==> src/rtl/ddr_seq_pkg.sv <==
package ddr_seq_pkg;

  typedef enum logic [2:0] {
    SQ_IDLE    = 3'd0,
    SQ_CASWAIT = 3'd1,
    SQ_RDBURST = 3'd2,
    SQ_WRPRE   = 3'd3,
    SQ_WRBURST = 3'd4,
    SQ_RECOVER = 3'd5,
    SQ_DONE    = 3'd6
  } seq_state_t;

endpackage

==> src/rtl/ddr_seq_timer.sv <==
module ddr_seq_timer #(
  parameter int W = 2
) (
  input  logic         clk,
  input  logic         rst_n,
  input  logic         load,
  input  logic [W-1:0] load_val,
  input  logic         run,
  output logic         zero
);

  logic [W-1:0] cnt_q;
  logic [W-1:0] cnt_d;
  logic         cnt_en;

  assign cnt_en = load | (run & (cnt_q != '0));

  always_comb begin
    cnt_d = cnt_q;
    if (load)      cnt_d = load_val;
    else if (run)  cnt_d = cnt_q - W'(1);
  end

  always_ff @(posedge clk or negedge rst_n) begin
    if (!rst_n)      cnt_q <= '0;
    else if (cnt_en) cnt_q <= cnt_d;
  end

  assign zero = (cnt_q == '0);

  AST_TMR_NO_WRAP: assert property (@(posedge clk) disable iff (!rst_n)
    (run && zero && !load) |=> zero);

endmodule

==> src/rtl/ddr_seq_beats.sv <==
module ddr_seq_beats #(
  parameter int CYC = 1
) (
  input  logic clk,
  input  logic rst_n,
  input  logic active,
  output logic last
);

  localparam int CW = (CYC > 1) ? $clog2(CYC) : 1;

  logic [CW-1:0] cnt_q;
  logic [CW-1:0] cnt_d;

  assign last = active & (cnt_q == CW'(CYC - 1));

  always_comb begin
    if (!active || last) cnt_d = '0;
    else                 cnt_d = cnt_q + CW'(1);
  end

  always_ff @(posedge clk or negedge rst_n) begin
    if (!rst_n) cnt_q <= '0;
    else        cnt_q <= cnt_d;
  end

  AST_BEAT_IN_RANGE: assert property (@(posedge clk) disable iff (!rst_n)
    cnt_q <= CW'(CYC - 1));

  AST_BEAT_CLEAR_IDLE: assert property (@(posedge clk) disable iff (!rst_n)
    !active |=> (cnt_q == '0));

endmodule

==> src/rtl/ddr_seq_datapath.sv <==
module ddr_seq_datapath #(
  parameter int BUS_W = 32
) (
  input  logic               clk,
  input  logic               rst_n,
  input  logic               wr_active,
  input  logic [BUS_W-1:0]   wr_word,
  input  logic [BUS_W/8-1:0] wr_be,
  input  logic               rd_active,
  input  logic [BUS_W/2-1:0] rd_rise,
  input  logic [BUS_W/2-1:0] rd_fall,
  output logic [BUS_W/2-1:0] dq_rise,
  output logic [BUS_W/2-1:0] dq_fall,
  output logic [BUS_W/16-1:0] dm_rise,
  output logic [BUS_W/16-1:0] dm_fall,
  output logic [BUS_W-1:0]   rd_word,
  output logic               rd_word_vld
);

  localparam int HALF_W = BUS_W / 2;
  localparam int BE_W   = BUS_W / 8;
  localparam int HBE_W  = BE_W / 2;

  logic [BUS_W-1:0] word_q;
  logic             vld_q;

  always_comb begin
    dq_rise = '0;
    dq_fall = '0;
    dm_rise = '0;
    dm_fall = '0;
    if (wr_active) begin
      dq_rise = wr_word[BUS_W-1:HALF_W];
      dq_fall = wr_word[HALF_W-1:0];
      dm_rise = ~wr_be[BE_W-1:HBE_W];
      dm_fall = ~wr_be[HBE_W-1:0];
    end
  end

  always_ff @(posedge clk or negedge rst_n) begin
    if (!rst_n)         word_q <= '0;
    else if (rd_active) word_q <= {rd_rise, rd_fall};
  end

  always_ff @(posedge clk or negedge rst_n) begin
    if (!rst_n) vld_q <= 1'b0;
    else        vld_q <= rd_active;
  end

  assign rd_word     = word_q;
  assign rd_word_vld = vld_q;

  AST_RD_WORD_HOLD: assert property (@(posedge clk) disable iff (!rst_n)
    !rd_active |=> $stable(rd_word));

endmodule

==> src/rtl/ddr_burst_seq.sv <==
module ddr_burst_seq
  import ddr_seq_pkg::*;
#(
  parameter int BUS_W       = 32,
  parameter int BURST_BEATS = 2,
  parameter int TWR_CYC     = 2
) (
  input  logic                clk,
  input  logic                rst_n,
  input  logic                cas_sel3,
  input  logic                pend_rd,
  input  logic                pend_wr,
  input  logic [BUS_W-1:0]    wr_word,
  input  logic [BUS_W/8-1:0]  wr_be,
  input  logic [BUS_W/2-1:0]  rd_rise,
  input  logic [BUS_W/2-1:0]  rd_fall,
  output logic                read_data_en,
  output logic                write_data_en,
  output logic                write_dqs_en,
  output logic [BUS_W/2-1:0]  dq_rise,
  output logic [BUS_W/2-1:0]  dq_fall,
  output logic [BUS_W/16-1:0] dm_rise,
  output logic [BUS_W/16-1:0] dm_fall,
  output logic [BUS_W-1:0]    rd_word,
  output logic                rd_word_vld,
  output logic                xfer_done
);

  localparam int BURST_CYC = (BURST_BEATS / 2 < 1) ? 1 : BURST_BEATS / 2;
  localparam int TMR_W     = (TWR_CYC > 4) ? $clog2(TWR_CYC) : 2;

  seq_state_t state_q;
  seq_state_t state_d;

  logic             burst_active;
  logic             burst_last;
  logic             tmr_zero;
  logic             tmr_load;
  logic             tmr_run;
  logic [TMR_W-1:0] tmr_val;
  logic [TMR_W-1:0] cas_val;

  // Decision logic: pending flags matter only in idle, done and burst end.
  always_comb begin
    state_d = state_q;
    unique case (state_q)
      SQ_IDLE, SQ_DONE: begin
        if (pend_rd)      state_d = SQ_CASWAIT;
        else if (pend_wr) state_d = SQ_WRPRE;
        else              state_d = SQ_IDLE;
      end
      SQ_CASWAIT: begin
        if (tmr_zero) state_d = SQ_RDBURST;
      end
      SQ_RDBURST: begin
        if (burst_last) begin
          if (pend_rd)      state_d = SQ_RDBURST;
          else if (pend_wr) state_d = SQ_WRPRE;
          else              state_d = SQ_DONE;
        end
      end
      SQ_WRPRE: state_d = SQ_WRBURST;
      SQ_WRBURST: begin
        if (burst_last) begin
          if (pend_rd)      state_d = SQ_CASWAIT;
          else if (pend_wr) state_d = SQ_WRBURST;
          else              state_d = SQ_RECOVER;
        end
      end
      SQ_RECOVER: begin
        if (tmr_zero) state_d = SQ_DONE;
      end
      default: state_d = SQ_IDLE;
    endcase
  end

  always_ff @(posedge clk or negedge rst_n) begin
    if (!rst_n) state_q <= SQ_IDLE;
    else        state_q <= state_d;
  end

  // One shared down-counter times both the CAS wait and write recovery.
  assign cas_val  = cas_sel3 ? TMR_W'(2) : TMR_W'(1);
  assign tmr_load = ((state_d == SQ_CASWAIT) && (state_q != SQ_CASWAIT)) ||
                    ((state_d == SQ_RECOVER) && (state_q != SQ_RECOVER));
  assign tmr_val  = (state_d == SQ_CASWAIT) ? cas_val : TMR_W'(TWR_CYC - 1);
  assign tmr_run  = (state_q == SQ_CASWAIT) || (state_q == SQ_RECOVER);

  ddr_seq_timer #(.W(TMR_W)) u_timer (
    .clk      (clk),
    .rst_n    (rst_n),
    .load     (tmr_load),
    .load_val (tmr_val),
    .run      (tmr_run),
    .zero     (tmr_zero)
  );

  assign burst_active = (state_q == SQ_RDBURST) || (state_q == SQ_WRBURST);

  ddr_seq_beats #(.CYC(BURST_CYC)) u_beats (
    .clk    (clk),
    .rst_n  (rst_n),
    .active (burst_active),
    .last   (burst_last)
  );

  assign read_data_en  = (state_q == SQ_RDBURST);
  assign write_data_en = (state_q == SQ_WRBURST);
  assign write_dqs_en  = (state_q == SQ_WRPRE) || (state_q == SQ_WRBURST);
  assign xfer_done     = (state_q == SQ_DONE);

  ddr_seq_datapath #(.BUS_W(BUS_W)) u_data (
    .clk         (clk),
    .rst_n       (rst_n),
    .wr_active   (write_data_en),
    .wr_word     (wr_word),
    .wr_be       (wr_be),
    .rd_active   (read_data_en),
    .rd_rise     (rd_rise),
    .rd_fall     (rd_fall),
    .dq_rise     (dq_rise),
    .dq_fall     (dq_fall),
    .dm_rise     (dm_rise),
    .dm_fall     (dm_fall),
    .rd_word     (rd_word),
    .rd_word_vld (rd_word_vld)
  );

  AST_RD_WR_EXCL: assert property (@(posedge clk) disable iff (!rst_n)
    !(read_data_en && write_data_en));

  AST_DONE_ONE_CYCLE: assert property (@(posedge clk) disable iff (!rst_n)
    xfer_done |=> !xfer_done);

  AST_DQS_PREAMBLE: assert property (@(posedge clk) disable iff (!rst_n)
    $rose(write_data_en) |-> $past(write_dqs_en));

  AST_DQS_COVERS_DATA: assert property (@(posedge clk) disable iff (!rst_n)
    write_data_en |-> write_dqs_en);

  AST_CAS_MIN_WAIT: assert property (@(posedge clk) disable iff (!rst_n)
    $rose(read_data_en) |-> ($past(state_q == SQ_CASWAIT, 1) &&
                             $past(state_q == SQ_CASWAIT, 2)));

  AST_DONE_SOURCE: assert property (@(posedge clk) disable iff (!rst_n)
    $rose(xfer_done) |-> ($past(state_q == SQ_RECOVER) ||
                          $past(state_q == SQ_RDBURST)));

endmodule

==> config.mk <==
export PLATFORM = sky130hd
export DESIGN_NAME = ddr_burst_seq
export DESIGN_NICKNAME = d
export VERILOG_FILES = /design/src/rtl/ddr_seq_pkg.sv /design/src/rtl/ddr_seq_timer.sv /design/src/rtl/ddr_seq_beats.sv /design/src/rtl/ddr_seq_datapath.sv /design/src/rtl/ddr_burst_seq.sv
export SDC_FILE = /design/constraint.sdc
export NUM_CORES = 1
export LEC_CHECK = 0
export BUFFER_PORTS_ARGS = -buffer_cell sky130_fd_sc_hd__buf_2
export CAP_MARGIN = 20
export CORE_ASPECT_RATIO = 1.1
export CORE_MARGIN = 2
export CORE_UTILIZATION = 30
export CTS_CLUSTER_SIZE = 30
export DETAILED_ROUTE_END_ITERATION = 16
export PLACE_DENSITY_LB_ADDON = 0.3
export SLEW_MARGIN = 40
export SYNTH_ARGS = -nofsm -noshare
export SYNTH_HDL_FRONTEND = slang
export SYNTH_HIERARCHICAL = 1
export SYNTH_SLANG_ARGS = --single-unit
==> constraint.sdc <==
create_clock -name clk -period 3.6 [get_ports clk]
set_clock_uncertainty 0.2 [all_clocks]
set_input_delay 0.36 -clock clk [delete_from_list [all_inputs] [get_ports clk]]
set_output_delay 0.36 -clock clk [all_outputs]
set_load 0.02 [all_outputs]
==> results.py, run 1 <==
metrics = {
    "outcome": {
        "status": "finished clean",
    },
    "clock_tree": {
        "root_buffer": "clkbuf_8",
        "h-tree-depth": 2,
        "tritoncts": "built",
        "clk_pin_slew_ns": 0.08,
        "clock_path_buffers": 2,
        "clk_latency_ns": 0.29,
        "cts-resized-gates": 0,
        "numCtsBuffers": 5,
        "clkSinkCount": 39,
        "hold_buffers": 1,
        "cts_setup_buffers": 0,
    },
    "worst_setup_path": {
        "critPathCaptureType": "primary output",
        "cp.arrival_ns": 1.88,
        "start_kind": "flop",
        "worstPathMaxFanout": 13,
        "crit_required_ns": 3.04,
        "path_class": "reg -> out",
    },
    "global_route": {
        "grt_pass1_vias": 1714,
        "grt_overflow": 0,
        "grt_pass1_wl_mm": 7.75,
        "grt_max_degree": 40,
        "track_usage_pct": 13.6,
        "antenna_found_initial": 0,
    },
    "placed_design": {
        "place.gp.congestion": 0.802,
        "pre_cts_ws_ns": 1.25,
        "io_buffer_count": 145,
        "dp_hpwl_mm": 3.91,
    },
    "pwr": {
        "switching_share_pct": 41.3,
        "p_sw_mw": 1.11,
        "ir_drop_v": 0.000387,
        "powerDensity_nw_per_um2": 913,
        "clkPwrFrac_pct": 13.8,
        "seqPwrFrac_pct": 29.1,
        "internal_power_mw": 1.57,
        "total_leakage_power_nw": 1.61,
        "power_frac_comb_pct": 57.1,
        "p_total_mw": 2.68,
    },
    "sta": {
        "rsz0062_at_grt": "false",
        "fmax_mhz": 410,
        "final_max_slew_viol_count": 0,
        "post-route-min-period_ns": 2.44,
        "fin_ws_ns": 1.16,
        "hold-worst-slack_ns": 0.0962,
        "finalSetupTns_ns": 0,
        "finalSetupViolCount": 0,
        "fin_crit_sh_pct": 67.8,
        "hold_viol": 0,
    },
    "logic_synthesis": {
        "synth_ff_type": "dfrtp_1",
        "synth_top_family_by_area": "multiplexers",
        "syn_area_per_cell_um2": 13.1,
        "synth_edf_count": 0,
        "synth_fp_nets": 229,
        "synth.area.top_cells": "dfrtp_1, mux2_4, and2_1, buf_12, nor2b_1",
        "synth_xor_area_share_pct": 0.431,
        "synth_most_common_cell": "dfrtp_1",
        "yosys.area.top_type_share_pct": 48.1,
        "synth_mux_area_share_pct": 23.8,
        "synth_commonest_cells": "dfrtp_1, and2_1, mux2_4, nor2b_1",
        "synthSimpleGateAreaFrac_pct": 17.8,
        "synth_warnings": 6,
        "async_flop_share_pct": 100,
        "ys_seq_area_share_pct": 48.1,
        "synth_area_um2": 2030,
        "yosys.area.top_type": "dfrtp_1",
        "synth_adder_area_share_pct": 1.11,
        "synth-compound-area-share_pct": 3.39,
        "synth_cells": 155,
        "synth_seq_cells": 39,
        "synth_cell_types": 34,
    },
    "floorplan": {
        "num_rows": 31,
        "dieHeight_um": 90.3,
        "dieArea_um2": 7440,
        "start_util_pct": 31.0,
        "core-area_um2": 6560,
        "io_pins": 146,
        "dieWidth_um": 82.4,
    },
    "routing": {
        "wl_per_cell_um": 12.8,
        "postRouteAntennaNets": 0,
        "drtIter0Drc": 19,
        "drc": 0,
        "first_pass_iters": 6,
        "vias": 1684,
        "viasPerCell": 4.35,
        "finalWirelength_mm": 4.94,
    },
    "worst_hold_path": {
        "hold_path_class": "in -> reg",
    },
    "cells_and_area": {
        "fin_util_pct": 44.7,
        "drive_gt1_share_pct": 64.3,
        "nets": 378,
        "n_fill_cell": 627,
        "area_growth_pct": 44.4,
        "n_antenna_cell": 0,
    },
    "job": {
        "cap_viol_max_count": 0,
    },
}
-- per-layer routing --
layer,GRT usage (%),up-vias,wire (um)
li1,-,815,-
met1,15.8,753,2020
met2,23.3,114,2330
met3,3.90,2,558
met4,4.58,0,33
met5,0,-,0
-- cell usage in the layout, fill, tap and decap left out, types with 3 or more instances in the layout --
cell type | netlist | final
buf_2 | 1 | 144
buf_4 | 0 | 4
nand2b_1 | 3 | 3
nand2_1 | 3 | 3
nor2b_1 | 6 | 6
inv_1 | 4 | 4
mux2_4 | 30 | 30
clkbuf_8 | 0 | 5
and2_1 | 32 | 32
nor2_1 | 4 | 3
dfrtp_1 | 39 | 39
-- worst max-delay path, stage by stage, from the launching register on --
cell and delay [ns]:
dfrtp_1 0.42, nand2b_1 0.23, nor2_4 0.39, buf_4 0.34, buf_2 0.21
-- worst paths after layout --
check	from	end	slack (ns)	cells after the start
max	state_q[2]	read_data_en	1.16	4
min reg2reg	u_data/rd_word[9]	u_data/rd_word[9]	0.31	1
min	rd_rise[15]	u_data/rd_word[31]	0.1	2
max in group asynchronous	rst_n	u_data/rd_word[11]	2.48	2
max reg2reg	state_q[1]	u_timer/cnt_q[0]	1.24	7
min in group asynchronous	rst_n	u_data/rd_word[30]	0.37	2
-- per-stage QoR --
stage | std cells | instance area, um^2
floorplan | 155 | 2030
global placement | 378 | 2810
detailed placement | 378 | 2810
CTS | 387 | 2930
global route | 387 | 2930
finish | 387 | 2930
-- power by group through the flow --
stage / Clock [mW] / Sequential (mW) / Combinational [mW]
after global placement: 0 / 0.782 / 1.52
after global routing: 0.411 / 0.811 / 1.66
after detailed placement: 0 / 0.791 / 1.54
after CTS: 0.385 / 0.783 / 1.55
after floorplan: 0 / 1.02 / 0.891
final: 0.368 / 0.780 / 1.53
-- flip-flops by register name, summed over array words and instances (netlist names) --
register	count
state_q	3
u_beats/cnt_q	1
u_data/rd_word	32
u_data/rd_word_vld	1
u_timer/cnt_q	2
-- area by class of cell --
type / count / area [um^2] / share of cell area, %
timing repair buffer: 149 / 761 / 25.9
clock inverter: 3 / 46.3 / 1.58
clock buffer: 5 / 68.8 / 2.35
inverter: 6 / 22.5 / 0.768
tap: 82 / 103 / 3.50
sequential: 39 / 976 / 33.3
multi-input combinational: 103 / 956 / 32.6
-- cell families after synthesis --
group           count (synthesis)
mux                            33
simple gates                   58
buf+inv                        13
other cells                     1
fa+ha+maj                       2
xor+xnor                        1
flops                          39
compound gates                  8
Note: power is estimated with default switching activity, not from simulation.
==> run 2, diff against run 1 <==
- clock period: 3.6 -> 2 ns (I/O delays scaled with it)
==> results.py, run 2 (synthesis results as in run 1) <==
metrics = {
    "outcome": {
        "status": "complete, but fails checks",
        "failed_checks": "negative setup slack",
    },
    "floorplan": {
        "core-area_um2": 6560,
        "start_util_pct": 31.0,
        "io_pins": 146,
        "num_rows": 31,
        "dieHeight_um": 90.3,
        "dieArea_um2": 7440,
        "dieWidth_um": 82.4,
    },
    "worst_hold_path": {
        "hold_path_class": "in -> reg",
        "hold_end": "u_timer/cnt_q[0]",
        "min_from": "cas_sel3",
        "whs_path_depth": 5,
    },
    "clock_tree": {
        "clkSinkCount": 39,
        "clk_latency_ns": 0.29,
        "h-tree-depth": 2,
        "tritoncts": "built",
        "clk_pin_slew_ns": 0.08,
        "root_buffer": "clkbuf_8",
        "numCtsBuffers": 5,
        "clock_path_buffers": 2,
    },
    "routing": {
        "finalWirelength_mm": 6.69,
        "postRouteAntennaNets": 0,
        "vias": 1980,
        "first_pass_iters": 4,
        "viasPerCell": 4.44,
        "wl_per_cell_um": 15.0,
        "drc": 0,
        "drtIter0Drc": 16,
    },
    "global_route": {
        "grt_pass1_vias": 2057,
        "grt_max_degree": 36,
        "track_usage_pct": 16.1,
        "grt_overflow": 0,
        "grt_pass1_wl_mm": 9.34,
        "antenna_found_initial": 3,
    },
    "cells_and_area": {
        "largest_reg_flops": 32,
        "layout_common_cells": "buf_2, dfrtp_1, buf_6, dlygate4sd3_1, mux2_4",
        "nets": 435,
        "drive_gt1_share_pct": 71.5,
        "area_growth_pct": 92.4,
        "final_cell_area_um2": 3910,
        "final_common_cell": "buf_2",
        "fin_cells": 446,
        "fin_util_pct": 59.6,
    },
    "job": {
        "cap_viol_max_count": 0,
    },
    "placed_design": {
        "placed_area_um2": 2940,
        "pre_cts_ws_ns": -0.109,
        "dp.cells": 391,
        "io_buffer_count": 145,
        "dp_hpwl_mm": 4.14,
        "place.gp.congestion": 0.844,
    },
    "pwr": {
        "powerDensity_nw_per_um2": 1520,
        "ir_drop_v": 0.000753,
        "p_sw_mw": 2.27,
        "seqPwrFrac_pct": 23.9,
        "clkPwrFrac_pct": 11.1,
        "power_frac_comb_pct": 65.0,
        "total_leakage_power_nw": 2.00,
        "switching_share_pct": 38.3,
        "p_total_mw": 5.92,
        "internal_power_mw": 3.66,
    },
    "worst_setup_path": {
        "crit_required_ns": 1.99,
        "start_kind": "flop",
        "critPathCaptureType": "flop",
        "timing.rr.start": "state_q[2]",
        "path_class": "reg -> reg",
        "r2r_cells": 7,
        "cp.arrival_ns": 2.11,
        "cpMaxStageDelayCell": "or4b_1",
        "worstPathMaxFanout": 4,
        "rrSetupSlack_ns": -0.12,
        "reg2reg_to": "u_timer/cnt_q[1]",
        "slowest_delay_ns": 0.52,
        "crit_chain": "xnor2_2 > nor2_1 > nor2b_4 > a311oi_2 > nor3_2 > or4b_1 > o311ai_1",
    },
    "sta": {
        "finalSetupTns_ns": -0.213,
        "hold_viol": 0,
        "finalSetupViolCount": 2,
        "fin_ws_ns": -0.115,
        "rsz0062_at_grt": "true",
        "tightest_slew_ns": 0.519,
        "slew_headroom_pct": 65.4,
        "hold-worst-slack_ns": 0.103,
        "post-route-min-period_ns": 2.12,
        "final_max_slew_viol_count": 0,
        "fin_crit_sh_pct": 106,
        "fmax_mhz": 473,
    },
}
-- run 2: cell count changes in the layout (fill, tap and decap cells not counted), sizes merged --
cell | previous run | this run
inv | 7 | 6
buf | 148 | 170
clkbuf | 5 | 8
clkinvlp | 1 | 0
diode | 0 | 2
clkinv | 0 | 2
dlygate4sd3 | 1 | 33
-- run 2: how the worst max path moves through the flow --
stage / from / endpoint / slack [ns] / cells after the start
2_1_floorplan: state_q[2] / u_timer/cnt_q[1] / -0.03 / 7
3_3_place_gp: state_q[2] / u_timer/cnt_q[0] / -0.07 / 9
3_5_place_dp: state_q[2] / u_timer/cnt_q[0] / -0.11 / 9
4_1_cts: state_q[2] / u_timer/cnt_q[0] / -0.11 / 9
5_1_grt: state_q[2] / u_timer/cnt_q[0] / -0.23 / 9
6_report: state_q[2] / u_timer/cnt_q[1] / -0.12 / 7
-- run 2: critical path: cells and delay by family, from the launching register on --
kind,cells,cell delay (ns)
DFF,1,0.45
xor gates and xnor gates,1,0.20
and+or+nand+nor,4,0.81
AOI/OAI and AO/OA,2,0.36
-- run 2: power by group through the flow --
stage / registers [mW] / logic, mW / clock network (mW)
finish: 1.41 / 3.85 / 0.657
floorplan: 1.84 / 1.63 / 0
CTS: 1.41 / 3.22 / 0.683
global route: 1.46 / 4.12 / 0.712
global placement: 1.39 / 3.02 / 0
detailed placement: 1.42 / 3.04 / 0
-- run 2: layout make-up --
cell class,count,area (um^2)
Inverter,6,22.5
Tap cell,82,103
Sequential cell,39,978
Fill cell,539,2650
Clock buffer,5,68.8
Antenna cell,2,5.00
Multi-Input combinational cell,103,1080
Clock inverter,3,43.8
Timing Repair Buffer,206,1610
-- run 2: what timing repair did --
action,4_1_cts,5_1_grt
pin swaps,1,3
hold buffers,33,0
gates resized for setup,4,105
gates cloned,1,6
endpoints found under the setup margin,40,64
buffers inserted,3,2
hold endpoints to repair,53,0
-- run 2: routing by layer --
| metal | routed length (um) | part of all wire [%] | track usage, % |
|---|---|---|---|
| met1 | 2550 | 38 | 18.0 |
| met2 | 3340 | 50 | 28.6 |
| met3 | 720 | 11 | 5.20 |
| met4 | 64 | 0.96 | 4.17 |
| met5 | 13 | 0.19 | 0 |
==> run 3, diff against run 2 <==
- REMOVE_ABC_BUFFERS: default -> 1
==> results.py, run 3 (synthesis results as in run 1) <==
metrics = {
    "clock_tree": {
        "root_buffer": "clkbuf_8",
        "tritoncts": "built",
        "numCtsBuffers": 5,
        "clock_path_buffers": 2,
        "clk_latency_ns": 0.28,
        "h-tree-depth": 2,
        "clk_pin_slew_ns": 0.07,
        "clkSinkCount": 39,
    },
    "pwr": {
        "clkPwrFrac_pct": 9.7,
        "ir_drop_v": 0.000835,
        "switching_share_pct": 39.7,
        "internal_power_mw": 3.31,
        "seqPwrFrac_pct": 25.7,
        "total_leakage_power_nw": 1.88,
        "p_total_mw": 5.49,
        "power_frac_comb_pct": 64.6,
        "p_sw_mw": 2.18,
        "powerDensity_nw_per_um2": 1500,
    },
    "routing": {
        "drtIter0Drc": 17,
        "postRouteAntennaNets": 0,
        "finalWirelength_mm": 6.14,
        "first_pass_iters": 3,
        "drc": 0,
        "wl_per_cell_um": 14.0,
        "vias": 1904,
        "viasPerCell": 4.35,
    },
    "placed_design": {
        "place.gp.congestion": 0.791,
        "dp_hpwl_mm": 3.78,
        "dp.cells": 391,
        "placed_area_um2": 2930,
        "io_buffer_count": 145,
    },
    "floorplan": {
        "start_util_pct": 31.0,
        "core-area_um2": 6560,
        "dieHeight_um": 90.3,
        "dieWidth_um": 82.4,
        "io_pins": 146,
        "dieArea_um2": 7440,
        "num_rows": 31,
    },
    "cells_and_area": {
        "final_cell_area_um2": 3670,
        "n_fill_cell": 519,
        "drive_gt1_share_pct": 62.8,
        "seq_area_um2": 976,
        "fin_cells": 438,
        "largest_reg_flops": 32,
        "multi_input_area_um2": 1010,
        "final_common_cell": "buf_2",
        "nets": 429,
        "area_growth_pct": 80.9,
        "layout_common_cells": "buf_2, dfrtp_1, dlygate4sd3_1, and2_1",
    },
    "sta": {
        "fmax_mhz": 463,
        "hold_viol": 0,
        "final_max_slew_viol_count": 0,
        "finalSetupTns_ns": -2.36,
        "post-route-min-period_ns": 2.16,
        "finalSetupViolCount": 38,
        "fin_ws_ns": -0.160,
        "rsz0062_at_grt": "true",
        "fin_crit_sh_pct": 108,
    },
    "worst_setup_path": {
        "worstPathMaxFanout": 4,
        "crit_required_ns": 1.97,
        "timing.rr.start": "state_q[2]",
        "crit_start": "state_q[2]",
        "start_kind": "flop",
        "path_class": "reg -> reg",
        "critPathCaptureType": "flop",
        "cp.arrival_ns": 2.13,
    },
    "worst_hold_path": {
        "min_from": "cas_sel3",
        "hold_path_class": "in -> reg",
    },
    "outcome": {
        "failed_checks": "negative setup slack",
        "status": "complete, but fails checks",
    },
    "global_route": {
        "grt_pass1_wl_mm": 8.92,
        "track_usage_pct": 16.0,
        "grt_overflow": 0,
        "grt_max_degree": 40,
        "antenna_found_initial": 1,
        "grt_pass1_vias": 1936,
    },
    "job": {
        "cap_viol_max_count": 0,
    },
}
[run 3: cell types whose count changed in the layout (fill, tap and decap cells not counted), sizes merged]
cell,delta
diode,-1
buf,-3
bufinv,-1
clkbuf,-2
clkinv,-1
[run 3: worst paths after layout]
kind | endpoint | slack, ns | cells after the start
hold / removal | u_timer/cnt_q[1] | 0.14 | 5
min in group asynchronous | u_data/rd_word[3] | 0.30 | 3
max in group asynchronous | u_data/rd_word[18] | 0.95 | 3
setup / recovery | u_timer/cnt_q[0] | -0.16 | 8
setup reg to reg | u_timer/cnt_q[0] | -0.16 | 8
hold reg to reg | u_data/rd_word[13] | 0.31 | 1
[run 3: metal layers]
metal	track usage [%]	routed length (um)	part of all wire [%]	vias up
li1	-	-	-	916
met1	16.1	2220	36	860
met2	30.0	3140	51	119
met3	5.40	675	11	9
met4	4.58	99	1.6	0
met5	0	0	0	-
[run 3: area by class of cell]
type                       instances  area share [%]
timing repair buffer             200            40.2
inverter                           6           0.613
clock inverter                     1           0.136
clock buffer                       6            2.25
antenna                            1          0.0681
sequential                        39            26.6
multi-input combinational        103            27.4
tap                               82            2.79
[run 3: power groups by stage]
stage                     Combinational, mW  Clock [mW]  Sequential [mW]
after floorplan                        1.54           0             1.83
after global placement                 2.98           0             1.40
after detailed placement               3.01           0             1.38
after CTS                              3.47       0.557             1.40
after global routing                   3.79       0.593             1.46
final                                  3.55       0.533             1.41
[run 3: worst max-delay path: stages (launching register included)]
cell and delay, ns:
dfrtp_1 0.43, buf_6 0.15, nand2b_4 0.13, mux2i_2 0.18, a311oi_2 0.15, buf_4 0.16, or4_1 0.47, nand2_1 0.10
o211ai_2 0.07
[run 3: metrics by stage]
| step | util, % | setup WS (ns) | hold WS (ns) |
|---|---|---|---|
| floorplan | - | -1.73 | -0.296 |
| global placement | 44.7 | -0.120 | 0.0841 |
| detailed placement | 44.7 | -0.144 | 0.0883 |
| CTS | 55.4 | -0.137 | 0.112 |
| global route | 56.0 | -0.219 | 0.179 |
| finish | 56.0 | -0.160 | 0.139 |
[run 3: repair_timing]
item                                    4_1_cts  5_1_grt
buffers inserted                              4        1
endpoints found under the hold margin        71        0
gates resized for setup                      66       11
pin swaps                                     8        1
hold buffers                                 33        0
cloned                                        1        0
endpoints found under the setup margin       41       56
